<file path="config.mk">
export PLATFORM = sky130hd
export DESIGN_NAME = gpio_amp_port
export DESIGN_NICKNAME = d
export VERILOG_FILES = /design/src/rtl/gpio_amp_pkg.sv /design/src/rtl/gpio_amp_sync.sv /design/src/rtl/gpio_amp_regs.sv /design/src/rtl/gpio_amp_outdrv.sv /design/src/rtl/gpio_amp_port.sv
export SDC_FILE = /design/constraint.sdc
export NUM_CORES = 1
export LEC_CHECK = 0
export BUFFER_PORTS_ARGS = -buffer_cell sky130_fd_sc_hd__buf_2
export CAP_MARGIN = 20
export CORE_MARGIN = 3
export CORE_UTILIZATION = 30
export CTS_BUF_LIST = sky130_fd_sc_hd__clkbuf_8
export CTS_CLUSTER_SIZE = 30
export DETAILED_ROUTE_END_ITERATION = 16
export SETUP_SLACK_MARGIN = 0.5
export SYNTH_ARGS = -nofsm -noshare
export SYNTH_HDL_FRONTEND = slang
export SYNTH_SLANG_ARGS = --single-unit
export TNS_END_PERCENT = 10
</file>
<file path="constraint.sdc">
create_clock -name clk -period 1.1 [get_ports clk]
set_input_delay 0 -clock clk [delete_from_list [all_inputs] [get_ports clk]]
set_output_delay 0 -clock clk [all_outputs]
set_load 0.05 [all_outputs]
</file>
<file path="src/rtl/gpio_amp_pkg.sv">
package gpio_amp_pkg;

    // Kind of register reached by a bus offset
    typedef enum logic [1:0] {
        ACC_NONE = 2'd0,
        ACC_DATA = 2'd1,
        ACC_DIR  = 2'd2
    } acc_kind_e;

endpackage

</file>
<file path="src/rtl/gpio_amp_sync.sv">
module gpio_amp_sync #(
    parameter int WIDTH  = 8,
    parameter int STAGES = 2
) (
    input  logic             clk,
    input  logic             rst_n,
    input  logic [WIDTH-1:0] din,
    output logic [WIDTH-1:0] dout
);

    logic [STAGES-1:0][WIDTH-1:0] stage_d, stage_q;

    always_comb begin
        stage_d[0] = din;
        for (int s = 1; s < STAGES; s++) begin
            stage_d[s] = stage_q[s-1];
        end
    end

    always_ff @(posedge clk or negedge rst_n) begin
        if (!rst_n) stage_q <= '0;
        else        stage_q <= stage_d;
    end

    assign dout = stage_q[STAGES-1];

endmodule

</file>
<file path="src/rtl/gpio_amp_regs.sv">
module gpio_amp_regs
    import gpio_amp_pkg::*;
#(
    parameter int                WIDTH      = 8,
    parameter int                ADDR_W     = 12,
    parameter logic [ADDR_W-1:0] DIR_OFFSET = 12'h400
) (
    input  logic              clk,
    input  logic              rst_n,
    input  logic              wr_en,
    input  logic              rd_en,
    input  logic [ADDR_W-1:0] offset,
    input  logic [WIDTH-1:0]  wr_data,
    input  logic [WIDTH-1:0]  pin_sync,
    output logic [WIDTH-1:0]  data_q_o,
    output logic [WIDTH-1:0]  dir_q_o,
    output logic [WIDTH-1:0]  rd_data
);

    localparam int                MASK_LO = 2;
    localparam int                MASK_HI = WIDTH + MASK_LO - 1;
    localparam logic [ADDR_W-1:0] WIN_END = ADDR_W'(1) << (WIDTH + MASK_LO);

    typedef struct packed {
        logic [WIDTH-1:0] data;
        logic [WIDTH-1:0] dir;
        logic [WIDTH-1:0] rdata;
    } regs_t;

    regs_t            st_d, st_q;
    acc_kind_e        acc;
    logic [WIDTH-1:0] mask;
    logic             wr_data_hit;
    logic             rd_data_hit;

    // Offset decode: window first, then the direction slot
    always_comb begin
        if (offset < WIN_END)          acc = ACC_DATA;
        else if (offset == DIR_OFFSET) acc = ACC_DIR;
        else                           acc = ACC_NONE;
    end

    assign mask        = offset[MASK_HI:MASK_LO];
    assign wr_data_hit = wr_en && (acc == ACC_DATA);
    assign rd_data_hit = rd_en && (acc == ACC_DATA);

    always_comb begin
        st_d = st_q;
        for (int i = 0; i < WIDTH; i++) begin
            if (!st_q.dir[i]) begin
                st_d.data[i] = pin_sync[i];
            end else if (wr_data_hit && mask[i]) begin
                st_d.data[i] = wr_data[i];
            end
        end
        if (wr_en && (acc == ACC_DIR)) begin
            st_d.dir = wr_data;
        end
        if (rd_en) begin
            unique case (acc)
                ACC_DATA: st_d.rdata = st_q.data & mask;
                ACC_DIR:  st_d.rdata = st_q.dir;
                default:  st_d.rdata = '0;
            endcase
        end
    end

    always_ff @(posedge clk or negedge rst_n) begin
        if (!rst_n) st_q <= '0;
        else        st_q <= st_d;
    end

    assign data_q_o = st_q.data;
    assign dir_q_o  = st_q.dir;
    assign rd_data  = st_q.rdata;

    AST_READ_MASKED: assert property (@(posedge clk) disable iff (!rst_n)
        $past(rd_data_hit) |-> ((rd_data & ~$past(mask)) == '0));

    AST_WRITE_ONLY_MASKED: assert property (@(posedge clk) disable iff (!rst_n)
        (((st_q.data ^ $past(st_q.data)) & $past(st_q.dir)
          & ~($past(wr_data_hit) ? $past(mask) : '0)) == '0));

    AST_INPUT_FOLLOWS: assert property (@(posedge clk) disable iff (!rst_n)
        (((st_q.data ^ $past(pin_sync)) & ~$past(st_q.dir)) == '0));

    AST_OUTPUT_IGNORES_PIN: assert property (@(posedge clk) disable iff (!rst_n)
        !$past(wr_en) |-> (((st_q.data ^ $past(st_q.data)) & $past(st_q.dir)) == '0));

endmodule

</file>
<file path="src/rtl/gpio_amp_outdrv.sv">
module gpio_amp_outdrv #(
    parameter int WIDTH = 8
) (
    input  logic             clk,
    input  logic             rst_n,
    input  logic [WIDTH-1:0] data_q,
    input  logic [WIDTH-1:0] dir_q,
    output logic [WIDTH-1:0] pin_out,
    output logic [WIDTH-1:0] pin_oe,
    output logic [WIDTH-1:0] out_chg
);

    typedef struct packed {
        logic [WIDTH-1:0] prev;
    } drv_t;

    drv_t             st_d, st_q;
    logic [WIDTH-1:0] drive_val;

    // Per pin: output pins drive their data bit, input pins present 1
    for (genvar g = 0; g < WIDTH; g++) begin : g_pin
        assign drive_val[g] = dir_q[g] ? data_q[g] : 1'b1;
    end

    always_comb begin
        st_d      = st_q;
        st_d.prev = drive_val;
    end

    always_ff @(posedge clk or negedge rst_n) begin
        if (!rst_n) st_q <= '{prev: '1};
        else        st_q <= st_d;
    end

    assign pin_out = drive_val;
    assign pin_oe  = dir_q;
    assign out_chg = drive_val ^ st_q.prev;

    AST_STROBE_ON_CHANGE: assert property (@(posedge clk) disable iff (!rst_n)
        ((out_chg & ~(pin_out ^ $past(pin_out))) == '0));

    AST_INPUT_PRESENTS_HIGH: assert property (@(posedge clk) disable iff (!rst_n)
        (($past(~dir_q) & ~pin_out) == '0) || ($past(dir_q) != dir_q));

endmodule

</file>
<file path="src/rtl/gpio_amp_port.sv">
module gpio_amp_port
    import gpio_amp_pkg::*;
#(
    parameter int WIDTH       = 8,
    parameter int ADDR_W      = 12,
    parameter int SYNC_STAGES = 2
) (
    input  logic              clk,
    input  logic              rst_n,
    input  logic              wr_en,
    input  logic              rd_en,
    input  logic [ADDR_W-1:0] offset,
    input  logic [WIDTH-1:0]  wr_data,
    output logic [WIDTH-1:0]  rd_data,
    input  logic [WIDTH-1:0]  pin_in,
    output logic [WIDTH-1:0]  pin_out,
    output logic [WIDTH-1:0]  pin_oe,
    output logic [WIDTH-1:0]  out_chg,
    output logic [WIDTH-1:0]  data_o,
    output logic [WIDTH-1:0]  dir_o
);

    localparam logic [ADDR_W-1:0] DIR_OFF = ADDR_W'(1) << (WIDTH + 2);

    logic [WIDTH-1:0] pin_sync;
    logic [WIDTH-1:0] data_q;
    logic [WIDTH-1:0] dir_q;

    gpio_amp_sync #(.WIDTH(WIDTH), .STAGES(SYNC_STAGES)) u_sync (
        .clk  (clk),
        .rst_n(rst_n),
        .din  (pin_in),
        .dout (pin_sync)
    );

    gpio_amp_regs #(.WIDTH(WIDTH), .ADDR_W(ADDR_W), .DIR_OFFSET(DIR_OFF)) u_regs (
        .clk     (clk),
        .rst_n   (rst_n),
        .wr_en   (wr_en),
        .rd_en   (rd_en),
        .offset  (offset),
        .wr_data (wr_data),
        .pin_sync(pin_sync),
        .data_q_o(data_q),
        .dir_q_o (dir_q),
        .rd_data (rd_data)
    );

    gpio_amp_outdrv #(.WIDTH(WIDTH)) u_outdrv (
        .clk    (clk),
        .rst_n  (rst_n),
        .data_q (data_q),
        .dir_q  (dir_q),
        .pin_out(pin_out),
        .pin_oe (pin_oe),
        .out_chg(out_chg)
    );

    assign data_o = data_q;
    assign dir_o  = dir_q;

    AST_OE_MATCHES_DIR: assert property (@(posedge clk) disable iff (!rst_n)
        $past(wr_en && (offset == DIR_OFF)) |-> (pin_oe == $past(wr_data)));

endmodule

</file>
==> impl_metrics.json, run 1 <==
{
  "status": "complete, but fails checks",
  "violations": "hold timing, setup timing",
  "fin_tns_setup_ns": -0.775,
  "cp-start-kind": "flip-flop",
  "worst_slew_pin_slew_ns": 0.339,
  "clock.fmax_ghz": 0.835,
  "synth_fp_nets": 196,
  "synth_area_leaders": "dfrtp_1 (50%), dfstp_2 (11%), a31oi_1 (5.0%)",
  "hpwlAfterDp_um": 3750,
  "htreeDepth": 2,
  "ys_ff_latch": 48,
  "antenna_found_initial": 0,
  "cts_tree": "yes",
  "grt_overflow_total": 0,
  "drtPass1Iterations": 4,
  "netlist_instances": 164,
  "p_leak_uw": 0.00160,
  "rsz0062_at_grt": "true",
  "fin_area_mm2": 0.00371,
  "hp-class": "in -> reg",
  "most-common-layout-cells": "buf_6 (39), buf_2 (28), buf_8 (27)",
  "port_buffers": 79,
  "grt_pass1_vias": 1800,
  "power.total_uw": 3630,
  "wl_met2_um": 2780,
  "setup_viol": 10,
  "synth_top_area_cell": "dfrtp_1",
  "cp.required_ns": 1.10,
  "endpoint_kind": "output pin",
  "n_antenna_cell": 0,
  "synth-seq-area-share_pct": 60.6,
  "fin_hold_ws_ns": -0.0499,
  "clk_path_buf_depth": 2,
  "hold_buffers": 9,
  "wl_met3_um": 401,
  "root_buffer": "clkbuf_8",
  "cts_buffers": 5,
  "setup_ws_ns": -0.0976,
  "die_w_um": 87.6,
  "final_max_slew_viol_count": 0,
  "clk_latency_ns": 0.30,
  "layout_min_cycle_time_ns": 1.20,
  "yosys_warnings": 0,
  "die-area_mm2": 0.00768,
  "grt_first_pass_wirelength_um": 9060,
  "finalClockSkew_ns": 0.00945,
  "startpoint": "u_regs.dir_q_o[0]$_DFFE_PN0P_",
  "ys_types": 19,
  "cts_sinks": 48,
  "crit_fanout": 3,
  "synthToLayoutAreaGrowth_pct": 85.5,
  "dieHeight_um": 87.6,
  "arrival_ns": 1.20,
  "ioPinCount": 80,
  "drc": 0,
  "relSlewSlack_pct": 77.3,
  "wl_um": 5650,
  "viasPerCell": 4.83,
  "grtUsageTotal_pct": 15.5,
  "finalCritPeriodShare_pct": 109,
  "highest_layer": "met4",
  "hold_path.startpoint": "wr_data[1]",
  "vias": 1742,
  "grt_start_max_net_pins": 49,
  "clkTransAtPathRegs_ns": 0.09,
  "path_class": "reg -> out",
  "r2r-start": "u_regs.dir_q_o[3]$_DFFE_PN0P_",
  "wl_met1_um": 2340,
  "nets": 315,
  "vdd_drop_max_mv": 0.621,
  "row_count": 29,
  "place_area_mm2": 0.00279,
  "start_util_pct": 31.3,
  "wl_per_cell_um": 15.6,
  "hold_viol_final": 12,
  "layout_commonest_cell": "buf_6",
  "p_per_area_mw_per_mm2": 978,
  "final_util_pct": 58.1,
  "coreArea_mm2": 0.00639,
  "syn_area_per_cell_um2": 12.2,
  "gp_congestion": 0.803,
  "synth_top_area_share_pct": 50.1,
  "synthesis.area_mm2": 0.00200,
  "ant_nets": 0,
  "drive_gt1_share_pct": 66.9,
  "initialDrtViolationCount": 141,
  "max_cap_viol_count": 0
}
-- cell families after synthesis --
group	count (synthesis)	share of synthesized area, %
AND/OR/NAND/NOR	61	18.6
flip-flops	48	60.6
AO/OA/AOI/OAI	24	8.02
buffers and inverters	15	4.76
XOR/XNOR	8	3.51
multiplexers	8	4.51
-- final cells by class --
cell class                 count  area (um2)
fill                         528        2680
timing repair buffer         127        1270
sequential                    48        1230
multi-input combinational    101        1020
tap                           77        96.3
clock buffer                   6        82.6
clock inverter                 2        7.51
-- registers in the layout, indices dropped and copies added (netlist names) --
register	cells
u_regs.data_q_o	8
u_sync.dout	8
u_sync.stage_d	8
u_regs.dir_q_o	8
u_regs.rd_data	8
u_outdrv.st_q	8
-- critical path, cell delays in order (launching register included) --
cell	delay [ns]
dfrtp_2	0.46
nand2b_4	0.12
xor2_4	0.15
buf_6	0.17
-- worst paths after layout --
kind	endpoint	slack (ns)	depth (start not counted)
max in group asynchronous	u_outdrv.st_q[0]$_DFF_PN1_	0.61	3
min	u_regs.dir_q_o[1]$_DFFE_PN0P_	-0.05	2
max	out_chg[0]	-0.1	3
min in group asynchronous	u_regs.data_q_o[4]$_DFFE_PN0P_	0.20	3
max reg2reg	u_regs.dir_q_o[3]$_DFFE_PN0P_	0.03	3
min reg2reg	u_sync.dout[3]$_DFF_PN0_	0.35	0
-- through the flow --
| step | setup WS (ns) | cells |
|---|---|---|
| 2_1_floorplan | -0.0922 | 164 |
| 3_3_place_gp | -0.0826 | 325 |
| 3_5_place_dp | -0.139 | 325 |
| 4_1_cts | -0.111 | 356 |
| 5_1_grt | -0.155 | 361 |
| 6_report | -0.0976 | 361 |
-- cell usage after synthesis --
cell type	instances
mux2_2	8
xor2_1	8
nor2_1	17
buf_6	1
buf_1	2
clkbuf_1	3
o31ai_1	8
dfstp_2	8
nand4_4	1
dfrtp_1	40
buf_2	1
nand2_1	8
nor4_4	2
nand4_1	16
buf_4	8
nand3_1	8
nor4b_4	1
a31oi_1	16
nand2b_1	8
-- power breakdown --
part	total, uW	internal (uW)	switching (uW)
logic	691	306	385
clock network	1050	495	558
registers	1880	1840	42.9
total	3630	2640	986
-- timing repair --
item,CTS,global route
gates resized for setup,112,56
pin swaps,11,20
buffers inserted,14,5
endpoints found under the hold margin,69,10
setup endpoints to repair,80,80
-- routing by layer --
layer  track usage [%]  up-vias
li1                  -      819
met1              20.1      843
met2              24.5       70
met3              4.23       10
met4              6.69        0
met5                 0        -
Note: power is estimated with default switching activity, not from simulation.
==> inputs of run 2 (changes only) <==
- CELL_PAD_IN_SITES_DETAIL_PLACEMENT: unset -> 0
- CELL_PAD_IN_SITES_GLOBAL_PLACEMENT: unset -> 1
- CORE_UTILIZATION: 30 -> 35
- MAX_ROUTING_LAYER: unset -> met4
- PLACE_DENSITY_LB_ADDON: unset -> 0.1
==> run 2 against run 1 <==
Compared with the run above: the run still ends with hold timing, setup timing left; setup slack lost 0.00064 ns; sequential share of layout area rose by 1.1 points; power shrank 0.33%; register-to-register slack hardly changed; largest power group unchanged; largest cell class is now flip-flops and latches; highest routed layer unchanged; die area decreased by 13%; sequential power is essentially flat; critical path type unchanged; critical path depth unchanged; combinational power fell by 2%.
==> impl_metrics.json, run 2 (synthesized netlist as in run 1, its figures left out) <==
{
  "status": "complete, but fails checks",
  "violations": "hold timing, setup timing",
  "layout_commonest_cell": "buf_6",
  "startpoint": "u_regs.dir_q_o[4]$_DFFE_PN0P_",
  "cp-start-kind": "flip-flop",
  "fillers": 413,
  "relSlewSlack_pct": 78.1,
  "initialDrtViolationCount": 61,
  "layout_min_cycle_time_ns": 1.20,
  "cts_sinks": 48,
  "grt_pass1_vias": 1849,
  "htreeDepth": 2,
  "p_per_area_mw_per_mm2": 1010,
  "clkTransAtPathRegs_ns": 0.09,
  "ant_nets": 0,
  "cp-endpoint": "out_chg[4]",
  "crit_fanout": 3,
  "ioPinCount": 80,
  "drc": 0,
  "vias": 1768,
  "pre_cts_slack_ns": -0.120,
  "vdd_drop_max_mv": 0.700,
  "grt_overflow_total": 0,
  "antenna_found_initial": 0,
  "hpwlAfterDp_um": 3750,
  "n_antenna_cell": 0,
  "path_class": "reg -> out",
  "wl_um": 5920,
  "arrival_ns": 1.20,
  "clk_latency_ns": 0.30,
  "most-common-layout-cells": "buf_6 (37), buf_4 (35), buf_2 (25)",
  "final_max_slew_viol_count": 0,
  "coreArea_mm2": 0.00530,
  "start_util_pct": 37.7,
  "clk_path_buf_depth": 2,
  "synthToLayoutAreaGrowth_pct": 79.6,
  "drive_gt1_share_pct": 64.6,
  "placed_cells": 316,
  "setup_viol": 10,
  "fin_area_mm2": 0.00359,
  "fin_hold_ws_ns": -0.0463,
  "die_w_um": 81.6,
  "root_buffer": "clkbuf_8",
  "viasPerCell": 4.98,
  "port_buffers": 79,
  "drtPass1Iterations": 4,
  "place_area_mm2": 0.00276,
  "worst_slew_pin_slew_ns": 0.325,
  "r2r-end": "u_regs.dir_q_o[6]$_DFFE_PN0P_",
  "cts_tree": "yes",
  "max_cap_viol_count": 0,
  "clock.fmax_ghz": 0.835,
  "nets": 316,
  "die-area_mm2": 0.00665,
  "gp_congestion": 0.785,
  "hold_viol_final": 15,
  "wl_per_cell_um": 16.7,
  "p_leak_uw": 0.00159,
  "grt_first_pass_wirelength_um": 9450,
  "grt_start_max_net_pins": 49,
  "fin_cells": 355,
  "hold_buffers": 9,
  "grtUsageTotal_pct": 19.7,
  "finalCritPeriodShare_pct": 109,
  "row_count": 26,
  "setup_ws_ns": -0.0982,
  "rsz0062_at_grt": "true",
  "rr_worst_depth": 3,
  "finalClockSkew_ns": 0.00924,
  "r2r-start": "u_regs.dir_q_o[6]$_DFFE_PN0P_",
  "hp-class": "in -> reg",
  "regToRegSetupSlack_ns": 0.04,
  "dieHeight_um": 81.6,
  "endpoint_kind": "output pin",
  "cts_buffers": 5,
  "cp.required_ns": 1.10
}
-- run 2: cell count changes in the layout (fill, tap and decap cells not counted), sizes merged --
cell / delta
clkbuf: +1
-- run 2: metrics by stage --
step	util [%]	setup TNS (ns)	total power, uW
2_1_floorplan	-	-1.46	2190
3_3_place_gp	52.1	-0.702	2420
3_5_place_dp	52.1	-0.962	2430
4_1_cts	64.9	-0.778	3620
5_1_grt	67.7	-1.30	3770
6_report	67.7	-0.783	3610
-- run 2: how the worst min path moves through the flow --
| stage | end | start | slack, ns | depth (start not counted) |
|---|---|---|---|---|
| after floorplan | u_regs.data_q_o[0]$_DFFE_PN0P_ | rst_n | -0.30 | 0 |
| after global placement | u_sync.stage_d[10]$_DFF_PN0_ | rst_n | 0.005 | 2 |
| after detailed placement | u_sync.dout[2]$_DFF_PN0_ | rst_n | 0.007 | 2 |
| after CTS | u_regs.dir_q_o[7]$_DFFE_PN0P_ | wr_data[7] | -0.05 | 2 |
| after global routing | u_regs.dir_q_o[0]$_DFFE_PN0P_ | wr_data[0] | -0.06 | 2 |
| final | u_regs.dir_q_o[1]$_DFFE_PN0P_ | wr_data[1] | -0.05 | 2 |
-- run 2: critical path, cell delays in order (launching register included) --
cell,delay [ns]
dfrtp_2,0.46
nand2b_4,0.13
xor2_4,0.15
buf_6,0.17
-- run 2: final cells by class --
type,instances,area [um2],share of cell area (%)
flip-flops and latches,48,1230,34.3
repair buffers,128,1220,34.1
multi-input cells,101,957,26.7
well taps,70,87.6,2.44
clock buffers,6,82.6,2.30
clock inverters,2,7.51,0.209
-- run 2: layer usage --
layer | part of all wire, % | vias up | wire length (um) | global-route usage [%]
met5 | 0 | - | 0 | -
met4 | 0.96 | 0 | 57 | 5.07
met3 | 5.5 | 7 | 324 | 4.39
met2 | 50 | 59 | 2980 | 30.3
met1 | 43 | 878 | 2560 | 26.5
li1 | - | 824 | - | -
-- run 2: timing repair --
item	CTS	global route
hold endpoints to repair	68	14
cloned	0	0
resized for setup	111	40
setup buffers	18	4
endpoints found under the setup margin	80	80
pin swaps	17	19
-- run 2: where the power goes --
part	switching, uW	leakage (uW)	total [uW]	internal [uW]
clock network	559	0.0000538	1050	495
logic	381	0.000986	679	299
registers	42.4	0.000553	1880	1840
